$ cat config.mk
export PLATFORM = sky130hd
export DESIGN_NAME = intc_vector_unit
export DESIGN_NICKNAME = d
export VERILOG_FILES = /design/src/rtl/intc_pkg.sv /design/src/rtl/intc_prio_enc.sv /design/src/rtl/intc_cfg_regs.sv /design/src/rtl/intc_src_state.sv /design/src/rtl/intc_vector_unit.sv
export SDC_FILE = /design/constraint.sdc
export NUM_CORES = 1
export LEC_CHECK = 0
export BUFFER_PORTS_ARGS = -buffer_cell sky130_fd_sc_hd__buf_2
export CAP_MARGIN = 20
export CORE_UTILIZATION = 64
export DETAILED_ROUTE_END_ITERATION = 8
export MAX_ROUTING_LAYER = met4
export PLACE_DENSITY = 0.85
export SLEW_MARGIN = 10
export SYNTH_ARGS = -nofsm -noshare
export SYNTH_HDL_FRONTEND = slang
export SYNTH_HIERARCHICAL = 1
export SYNTH_SLANG_ARGS = --single-unit
$ cat constraint.sdc
create_clock -name clk -period 6.85 [get_ports clk]
set_clock_uncertainty 0.1 [all_clocks]
set_input_delay 1.37 -clock clk [delete_from_list [all_inputs] [get_ports clk]]
set_output_delay 1.37 -clock clk [all_outputs]
set_load 0.03 [all_outputs]
$ cat src/rtl/intc_pkg.sv
package intc_pkg;
  localparam int unsigned ADDR_W = 4;
  localparam int unsigned SOFT_EOI_BIT = 3;

  typedef enum logic [ADDR_W-1:0] {
    SEL_EN_HI  = 4'd0,
    SEL_EN_LO  = 4'd1,
    SEL_PND_HI = 4'd2,
    SEL_PND_LO = 4'd3,
    SEL_ISV_HI = 4'd4,
    SEL_ISV_LO = 4'd5,
    SEL_MSK_HI = 4'd6,
    SEL_MSK_LO = 4'd7,
    SEL_CTL    = 4'd8
  } reg_sel_e;
endpackage

$ cat src/rtl/intc_prio_enc.sv
module intc_prio_enc #(
  parameter int unsigned W = 16,
  parameter int unsigned IDX_W = $clog2(W)
) (
  input  logic [W-1:0]     vec,
  output logic             any,
  output logic [IDX_W-1:0] idx
);
  // Highest set bit wins: later iterations override earlier ones.
  always_comb begin
    any = 1'b0;
    idx = '0;
    for (int i = 0; i < W; i++) begin
      if (vec[i]) begin
        any = 1'b1;
        idx = IDX_W'(i);
      end
    end
  end
endmodule

$ cat src/rtl/intc_cfg_regs.sv
module intc_cfg_regs
  import intc_pkg::*;
#(
  parameter int unsigned HALF_W = 8,
  parameter int unsigned NSRC = 2 * HALF_W
) (
  input  logic                           clk,
  input  logic                           rst_n,
  input  logic                           wr_en,
  input  logic [ADDR_W-1:0]              wr_addr,
  input  logic [HALF_W-1:0]              wr_data,
  output logic [NSRC-1:0]                en_q,
  output logic [NSRC-1:0]                en_nx,
  output logic [NSRC-1:0]                msk_q,
  output logic [NSRC-1:0]                msk_nx,
  output logic [HALF_W-1:SOFT_EOI_BIT]   ctl_q,
  output logic                           auto_clr
);
  logic [HALF_W-1:SOFT_EOI_BIT] ctl_nx;

  always_comb begin
    en_nx    = en_q;
    msk_nx   = msk_q;
    ctl_nx   = ctl_q;
    auto_clr = 1'b0;
    if (wr_en) begin
      case (wr_addr)
        SEL_EN_HI:  en_nx[HALF_W +: HALF_W]  = wr_data;
        SEL_EN_LO:  en_nx[0 +: HALF_W]       = wr_data;
        SEL_MSK_HI: msk_nx[HALF_W +: HALF_W] = wr_data;
        SEL_MSK_LO: msk_nx[0 +: HALF_W]      = wr_data;
        SEL_CTL: begin
          ctl_nx   = wr_data[HALF_W-1:SOFT_EOI_BIT];
          auto_clr = !wr_data[SOFT_EOI_BIT];
        end
        default: ;
      endcase
    end
  end

  always_ff @(posedge clk or negedge rst_n) begin
    if (!rst_n) begin
      en_q  <= '0;
      msk_q <= '0;
      ctl_q <= '0;
    end else if (wr_en) begin
      en_q  <= en_nx;
      msk_q <= msk_nx;
      ctl_q <= ctl_nx;
    end
  end
endmodule

$ cat src/rtl/intc_src_state.sv
module intc_src_state
  import intc_pkg::*;
#(
  parameter int unsigned HALF_W = 8,
  parameter int unsigned NSRC = 2 * HALF_W,
  parameter int unsigned IDX_W = $clog2(NSRC)
) (
  input  logic              clk,
  input  logic              rst_n,
  input  logic [NSRC-1:0]   src_evt,
  input  logic [NSRC-1:0]   en_nx,
  input  logic [NSRC-1:0]   msk_nx,
  input  logic              wr_en,
  input  logic [ADDR_W-1:0] wr_addr,
  input  logic [HALF_W-1:0] wr_data,
  input  logic              ack_take,
  input  logic [IDX_W-1:0]  win_idx,
  input  logic              soft_eoi,
  input  logic              auto_clr,
  output logic [NSRC-1:0]   pnd_q,
  output logic [NSRC-1:0]   isv_q
);
  logic [NSRC-1:0] pnd_nx;
  logic [NSRC-1:0] isv_nx;

  always_comb begin
    pnd_nx = pnd_q;
    isv_nx = isv_q;
    if (ack_take) begin
      pnd_nx[win_idx] = 1'b0;
      if (soft_eoi) isv_nx[win_idx] = 1'b1;
    end
    if (wr_en) begin
      case (wr_addr)
        SEL_PND_HI: pnd_nx[HALF_W +: HALF_W] = pnd_nx[HALF_W +: HALF_W] & wr_data;
        SEL_PND_LO: pnd_nx[0 +: HALF_W]      = pnd_nx[0 +: HALF_W] & wr_data;
        SEL_ISV_HI: isv_nx[HALF_W +: HALF_W] = isv_nx[HALF_W +: HALF_W] & wr_data;
        SEL_ISV_LO: isv_nx[0 +: HALF_W]      = isv_nx[0 +: HALF_W] & wr_data;
        default: ;
      endcase
    end
    // Enable pruning, then new events (which win over clears).
    pnd_nx = (pnd_nx | src_evt) & en_nx;
    isv_nx = auto_clr ? '0 : (isv_nx & msk_nx);
  end

  always_ff @(posedge clk or negedge rst_n) begin
    if (!rst_n) begin
      pnd_q <= '0;
      isv_q <= '0;
    end else begin
      pnd_q <= pnd_nx;
      isv_q <= isv_nx;
    end
  end
endmodule

$ cat src/rtl/intc_vector_unit.sv
module intc_vector_unit
  import intc_pkg::*;
#(
  parameter int unsigned HALF_W = 8,
  parameter int unsigned NSRC = 2 * HALF_W,
  parameter int unsigned IDX_W = $clog2(NSRC),
  parameter int unsigned VEC_W = (HALF_W - 4) + IDX_W
) (
  input  logic              clk,
  input  logic              rst_n,
  input  logic [NSRC-1:0]   src_evt,
  input  logic              wr_en,
  input  logic [ADDR_W-1:0] wr_addr,
  input  logic [HALF_W-1:0] wr_data,
  input  logic              ack,
  output logic              irq_req,
  output logic [VEC_W-1:0]  ack_vector
);
  logic [NSRC-1:0]              en_q, en_nx, msk_q, msk_nx;
  logic [NSRC-1:0]              pnd_q, isv_q;
  logic [HALF_W-1:SOFT_EOI_BIT] ctl_q;
  logic                         auto_clr;
  logic                         cand_any, isv_any;
  logic [IDX_W-1:0]             cand_idx, isv_idx;
  logic                         ack_take;
  logic                         soft_eoi;

  assign soft_eoi = ctl_q[SOFT_EOI_BIT];

  intc_cfg_regs #(.HALF_W(HALF_W), .NSRC(NSRC)) u_cfg (
    .clk(clk), .rst_n(rst_n), .wr_en(wr_en), .wr_addr(wr_addr), .wr_data(wr_data),
    .en_q(en_q), .en_nx(en_nx), .msk_q(msk_q), .msk_nx(msk_nx),
    .ctl_q(ctl_q), .auto_clr(auto_clr)
  );

  intc_src_state #(.HALF_W(HALF_W), .NSRC(NSRC), .IDX_W(IDX_W)) u_state (
    .clk(clk), .rst_n(rst_n), .src_evt(src_evt), .en_nx(en_nx), .msk_nx(msk_nx),
    .wr_en(wr_en), .wr_addr(wr_addr), .wr_data(wr_data),
    .ack_take(ack_take), .win_idx(cand_idx), .soft_eoi(soft_eoi), .auto_clr(auto_clr),
    .pnd_q(pnd_q), .isv_q(isv_q)
  );

  intc_prio_enc #(.W(NSRC), .IDX_W(IDX_W)) u_cand_enc (
    .vec(pnd_q & msk_q), .any(cand_any), .idx(cand_idx)
  );

  intc_prio_enc #(.W(NSRC), .IDX_W(IDX_W)) u_isv_enc (
    .vec(isv_q), .any(isv_any), .idx(isv_idx)
  );

  assign irq_req    = cand_any && (!isv_any || (cand_idx > isv_idx));
  assign ack_take   = ack && irq_req;
  assign ack_vector = {ctl_q[HALF_W-1:4], cand_idx};

  a_r3_no_latch_disabled: assert property (@(posedge clk) disable iff (!rst_n)
    ((pnd_q & ~$past(pnd_q)) & ~en_q) == '0);

  a_r6_service_within_mask: assert property (@(posedge clk) disable iff (!rst_n)
    (isv_q & ~msk_q) == '0);

  a_r7_auto_holds_nothing: assert property (@(posedge clk) disable iff (!rst_n)
    !soft_eoi |-> (isv_q == '0));

  a_r9_req_has_candidate: assert property (@(posedge clk) disable iff (!rst_n)
    irq_req |-> ((pnd_q & msk_q) != '0));

  a_r10_ack_sets_service: assert property (@(posedge clk) disable iff (!rst_n)
    (ack_take && soft_eoi && !wr_en) |=> isv_q[$past(cand_idx)]);

  a_r10_ack_clears_pending: assert property (@(posedge clk) disable iff (!rst_n)
    (ack_take && !wr_en && !src_evt[cand_idx]) |=> !pnd_q[$past(cand_idx)]);
endmodule

Word-level counts from Yosys, hierarchy flattened
Cells that the tools add are included.
{"block": "classes", "order_cmp": 3, "eq_ne": 8, "muxes": 82, "bitwise_logic": 11, "reduce_logical": 8}
{"op": "$mux W16", "n": 8}
{"op": "$and A16 B16 Y16", "n": 4}
{"op": "$mux W4", "n": 16}
{"op": "$mux W8", "n": 8}
{"op": "$mux W1", "n": 37}
{"op": "$and A8 B8 Y8", "n": 4}
{"op": "$or A16 B16 Y16", "n": 2}
{"op": "$mux W3", "n": 8}
{"op": "$eq A4 B3 Y1 const B", "n": 4}
{"op": "$not A16 Y16", "n": 1}
{"op": "$eq A4 B2 Y1 const B", "n": 2}
{"op": "$mux W2", "n": 4}
{"op": "$lt A4 B5 Y1 const B", "n": 1}
{"op": "$demux W1 S4", "n": 1}
{"op": "$eq A4 B1 Y1 const B", "n": 1}
{"op": "$eq A4 B4 Y1 const B", "n": 1}
{"op": "$ge A4 B1 Y1 const B", "n": 1}
{"op": "$gt A4 B4 Y1", "n": 1}
{"op": "$logic_not A4 Y1", "n": 1}
{"op": "$logic_and A1 B1 Y1", "n": 3}
{"op": "$logic_not A1 Y1", "n": 2}
{"op": "$reduce_and A2 Y1", "n": 1}
{"op": "$logic_or A1 B1 Y1", "n": 1}
{"block": "word_totals", "regBits": 69, "input_bits": 32, "output_inout_bits": 9, "wordCells": 117}

Logic depth before layout (Yosys ltp)
{"block": "logic_depth", "depth_word": 28, "mapped_depth": 12}

Cells and area by module
Netlist, hierarchy kept.
{"mod": "intc_cfg_regs", "n_inst": 1, "cells_per_inst": 123, "area_each_um2": 1849.3, "seq_area_each_um2": 925.9}
{"mod": "intc_src_state", "n_inst": 1, "cells_per_inst": 162, "area_each_um2": 1676.6, "seq_area_each_um2": 800.8}
{"mod": "intc_prio_enc", "n_inst": 2, "cells_per_inst": 29, "area_each_um2": 161.4, "seq_area_each_um2": 0.0}
{"mod": "intc_vector_unit", "n_inst": 1, "cells_per_inst": 34, "area_each_um2": 221.5, "seq_area_each_um2": 0.0}

Worst setup path after synthesis
OpenSTA, ideal clock, no wires.
{"block": "synth_path", "kind": "register -> output", "start": "register u_state.pnd_q[2]", "end": "output port irq_req", "arrival_ns": 2.780, "required_ns": 5.380, "slack_ns": 2.600, "stages_incl_launch_ff": 10, "path_buffers": 0, "path_cell_list": "dfrtp_1 > and2_1 > nand2b_1 > a221o_1 > a31oi_1 > inv_1 > ha_1 > nand3_1 > o21ai_0 > a21oi_1"}
{"block": "synth_via", "elab_chain_len": 18, "word_cells_on_any_way": 32, "cone_classes": "order compare: 1; mux: 28; bitwise: 1; reduce/logical: 2"}
{"item": "from (decl)", "line_no": "intc_src_state.sv:20", "text": "output logic [NSRC-1:0] pnd_q,"}
{"item": "from (signal assigned)", "line_no": "intc_src_state.sv:52", "text": "pnd_q <= pnd_nx;"}
{"item": "$and A16 B16 Y16", "line_no": "intc_vector_unit.sv:44", "text": ".vec(pnd_q & msk_q), .any(cand_any), .idx(cand_idx)"}
{"item": "$mux W2 (2 in series)", "line_no": "intc_prio_enc.sv:14", "text": "if (vec[i]) begin"}
{"item": "$mux W3 (4 in series)", "line_no": "intc_prio_enc.sv:14"}
{"item": "$mux W4 (8 in series)", "line_no": "intc_prio_enc.sv:14"}
{"item": "via ack_vector[0]", "line_no": "intc_vector_unit.sv:17", "text": "output logic [VEC_W-1:0] ack_vector"}
{"item": "$gt A4 B4 Y1", "line_no": "intc_vector_unit.sv:51", "text": "assign irq_req = cand_any && (!isv_any || (cand_idx > isv_idx));"}
{"item": "$logic_or A1 B1 Y1", "line_no": "intc_vector_unit.sv:51"}
{"item": "$logic_and A1 B1 Y1", "line_no": "intc_vector_unit.sv:51"}
{"item": "to (decl)", "line_no": "intc_vector_unit.sv:16", "text": "output logic irq_req,"}
The timed path passes the listed nets, and every way through them passes these cells.

Worst setup path after layout
{"block": "layout_path", "start": "register u_cfg.msk_q[11]", "end": "output port irq_req"}
{"block": "layout_via", "elab_chain_len": 9, "word_cells_on_any_way": 14, "cone_classes": "order compare: 1; mux: 10; bitwise: 1; reduce/logical: 2"}
{"item": "from (decl)", "line_no": "intc_cfg_regs.sv:14", "text": "output logic [NSRC-1:0] msk_q,"}
{"item": "from (signal assigned)", "line_no": "intc_cfg_regs.sv:48", "text": "msk_q <= msk_nx;"}
{"item": "$and A16 B16 Y16 *", "line_no": "intc_vector_unit.sv:44"}
{"item": "$mux W4 (5 in series)", "line_no": "intc_prio_enc.sv:14"}
{"item": "$gt A4 B4 Y1", "line_no": "intc_vector_unit.sv:51"}
{"item": "$logic_or A1 B1 Y1", "line_no": "intc_vector_unit.sv:51"}
{"item": "$logic_and A1 B1 Y1 *", "line_no": "intc_vector_unit.sv:51"}
Every way passes the cells marked *; elsewhere a longest branch is shown, timed or not.

==> results.ini <==
[logic_synthesis]
syn-cell-area_sq_um = 4070
ys_top_cells_by_count = 69 x dfrtp_1, 59 x mux2_2, 21 x nor2_1, 19 x a21oi_1, 16 x and2_1
synthFlopType = dfrtp_1
post-synth-top-count-cell = dfrtp_1
ys_warn_count = 6
yosysTopAreaCell = dfrtp_1
synth.ff_latch_count = 69
synth_area_per_cell_sq_um = 10.8
synth_edf_count = 0
synth_fp_nets = 413
syn_inst = 377
synth-seq-area-share_pct = 42.4
async_flop_share_pct = 100
synth_area_leaders = dfrtp_1 42%, mux2_2 16%, mux2_4 3.7%
synth_top_area_share_pct = 42.4
synthDistinctLibCells = 48

[power]
power.density_nw_per_um2 = 300
leakage_nw = 1.97
peakVddDrop_uv = 253

[clock_network]
cts_setup_buffers = 0
cts_resized = 0
clock_sinks = 69
cts_max_path_buffers = 2
numCtsBuffers = 9
ctsRootBufferMaster = clkbuf_8
hold_buffers = 0
cts_tree = yes
clkLatencyLatePin_ns = 0.34
clk_pin_slew_ns = 0.07
h-tree-depth = 3

[critical_path]
worstPathArrival_ns = 2.75
crit_required_ns = 5.38
r2r_start = u_cfg/msk_q[11]
cp-start-kind = flip-flop
critPathMaxFanout = 10
critical_path_class = reg2out
timing.rr.end = u_state/pnd_q[0]
ff2ff_setup_slack_ns = 3.15
endpoint_kind = primary output
r2r_cells = 10

[final_layout]
finalNetCount = 456
finish.instance_area_sq_um = 4500
multiInputGateArea_sq_um = 2210
num-fill-cells = 413
register_area_sq_um = 1730
area_growth_pct = 10.6
drive_gt1_share_pct = 36.2
diodes = 0

[job]
maxCapViolations = 0

[drt]
wl_mm = 9.67
drc = 0
vias = 3222
drt_iter0_drc = 247
antenna_left = 0
post_drt_wl_per_cell_microns = 19.4
drt_pass1_iterations = 5
viasPerCell = 6.47

[global_route]
grt_max_degree = 70
grtUsageTotal_pct = 33.2
grt_overflow_total = 0
grt_pass1_wl_mm = 15.6
grt_pass1_vias = 3080
antenna_found_initial = 0

[timing]
maxSlewViolCount = 0
tightestPinTransition_ns = 1.02
slew_headroom_pct = 32.0
fin_crit_ns = 4.22
fmax_ghz = 0.237
hold_viol_final = 0
tns_ns = 0
post-route-period-util_pct = 61.6
setup_viol = 0
rsz0062_at_grt = no

[die]
die_area_sq_um = 6680
initial_core_util_pct = 67.5
num_rows = 28
die_h_microns = 81.7
die_x_microns = 81.7
fp.coreArea_sq_um = 6030
ios = 41

[worst_hold_path]
hold_path.startpoint = u_cfg/ctl_q[7]
worstHoldEndpoint = u_cfg/ctl_q[7]
min_path_cells = 1
hp-class = reg2reg

[outcome]
outcome = finished clean

[place]
hpwl_mm = 6.67
portBuffers = 40
dpl_cell_area_sq_um = 4340
place.gp.congestion = 0.961

worst max-delay path, cell delays in order (launching register included):
cell	delay, ns
dfrtp_1	0.39
and2_1	0.18
nor4_1	0.52
nand2_1	0.32
ha_1	0.40
a211oi_1	0.31
a21oi_1	0.10
buf_2	0.19
cell type report:
class | count | share of cell area, %
multi-input cells | 277 | 49.0
flip-flops and latches | 69 | 38.4
repair buffers | 46 | 5.45
clock buffers | 12 | 3.45
well taps | 75 | 2.09
inverters | 17 | 1.42
clock inverters | 2 | 0.222
worst max path at each step:
stage | startpoint | end | slack [ns] | cells past startpoint
final | u_cfg/msk_q[11] | irq_req | 2.63 | 7
after CTS | u_cfg/msk_q[13] | irq_req | 2.68 | 8
after global placement | u_state/pnd_q[12] | irq_req | 3.14 | 8
after floorplan | u_state/pnd_q[2] | irq_req | 2.60 | 9
after global routing | u_cfg/msk_q[11] | irq_req | 2.41 | 7
after detailed placement | u_cfg/msk_q[13] | irq_req | 3.05 | 8
per-stage QoR:
stage / hold slack (ns) / utilization, % / cells / total power [mW] / setup slack (ns)
2_1_floorplan: 0.377 / - / 377 / 0.893 / 2.60
3_3_place_gp: 0.384 / 71.9 / 484 / 1.03 / 3.14
3_5_place_dp: 0.392 / 71.9 / 484 / 1.05 / 3.05
4_1_cts: 0.408 / 74.7 / 498 / 1.34 / 2.68
5_1_grt: 0.422 / 74.7 / 498 / 1.42 / 2.41
6_report: 0.402 / 74.7 / 498 / 1.35 / 2.63
registers in the layout (all words and copies together) (netlist names):
| register | count |
|---|---|
| u_cfg/en_q | 16 |
| u_cfg/ctl_q | 5 |
| u_state/pnd_q | 16 |
| u_cfg/msk_q | 16 |
| u_state/isv_q | 16 |
routing by layer:
metal  part of all wire (%)  track usage [%]  wire length, microns
met3                    4.3             5.33                   412
met2                     47             49.9                  4510
met5                      0                -                     0
met1                     46             44.5                  4450
met4                    3.0             15.1                   289
power by group:
group	total, mW	switching [mW]	internal [mW]	leakage (nW)
Sequential	0.524	0.0436	0.480	0.885
Clock	0.289	0.143	0.146	0.0881
Combinational	0.537	0.314	0.223	0.995
Total	1.35	0.501	0.850	1.97
cells in the final DEF, fill, tap and decap left out, drive strengths merged, types with 2 or more instances in the layout:
cell / count
dfrtp: 69
mux2: 69
buf: 46
nor2: 21
a21oi: 19
and2: 16
inv: 16
nor3: 15
nor4b: 12
clkbuf: 12
o221a: 12
nor2b: 10
nand2b: 10
nor4: 10
or2: 10
nand2: 9
o21ai: 9
o41ai: 8
o21a: 6
a31oi: 5
ha: 4
o31a: 4
o211ai: 3
nand4: 3
clkinv: 3
or3b: 3
nand3: 2
a221o: 2
a311oi: 2
nand4bb: 2
o31ai: 2
nand3b: 2
and4b: 2
kinds of logic after synthesis:
family	after synthesis	synth area share, %
buffers and inverters	31	3.38
AO/OA/AOI/OAI	74	13.4
AND/OR/NAND/NOR	130	19.5
adder cells (fa/ha/maj)	4	1.23
flip-flops	69	42.4
multiplexers	69	20.0
Power figures use the tool's default switching activity.
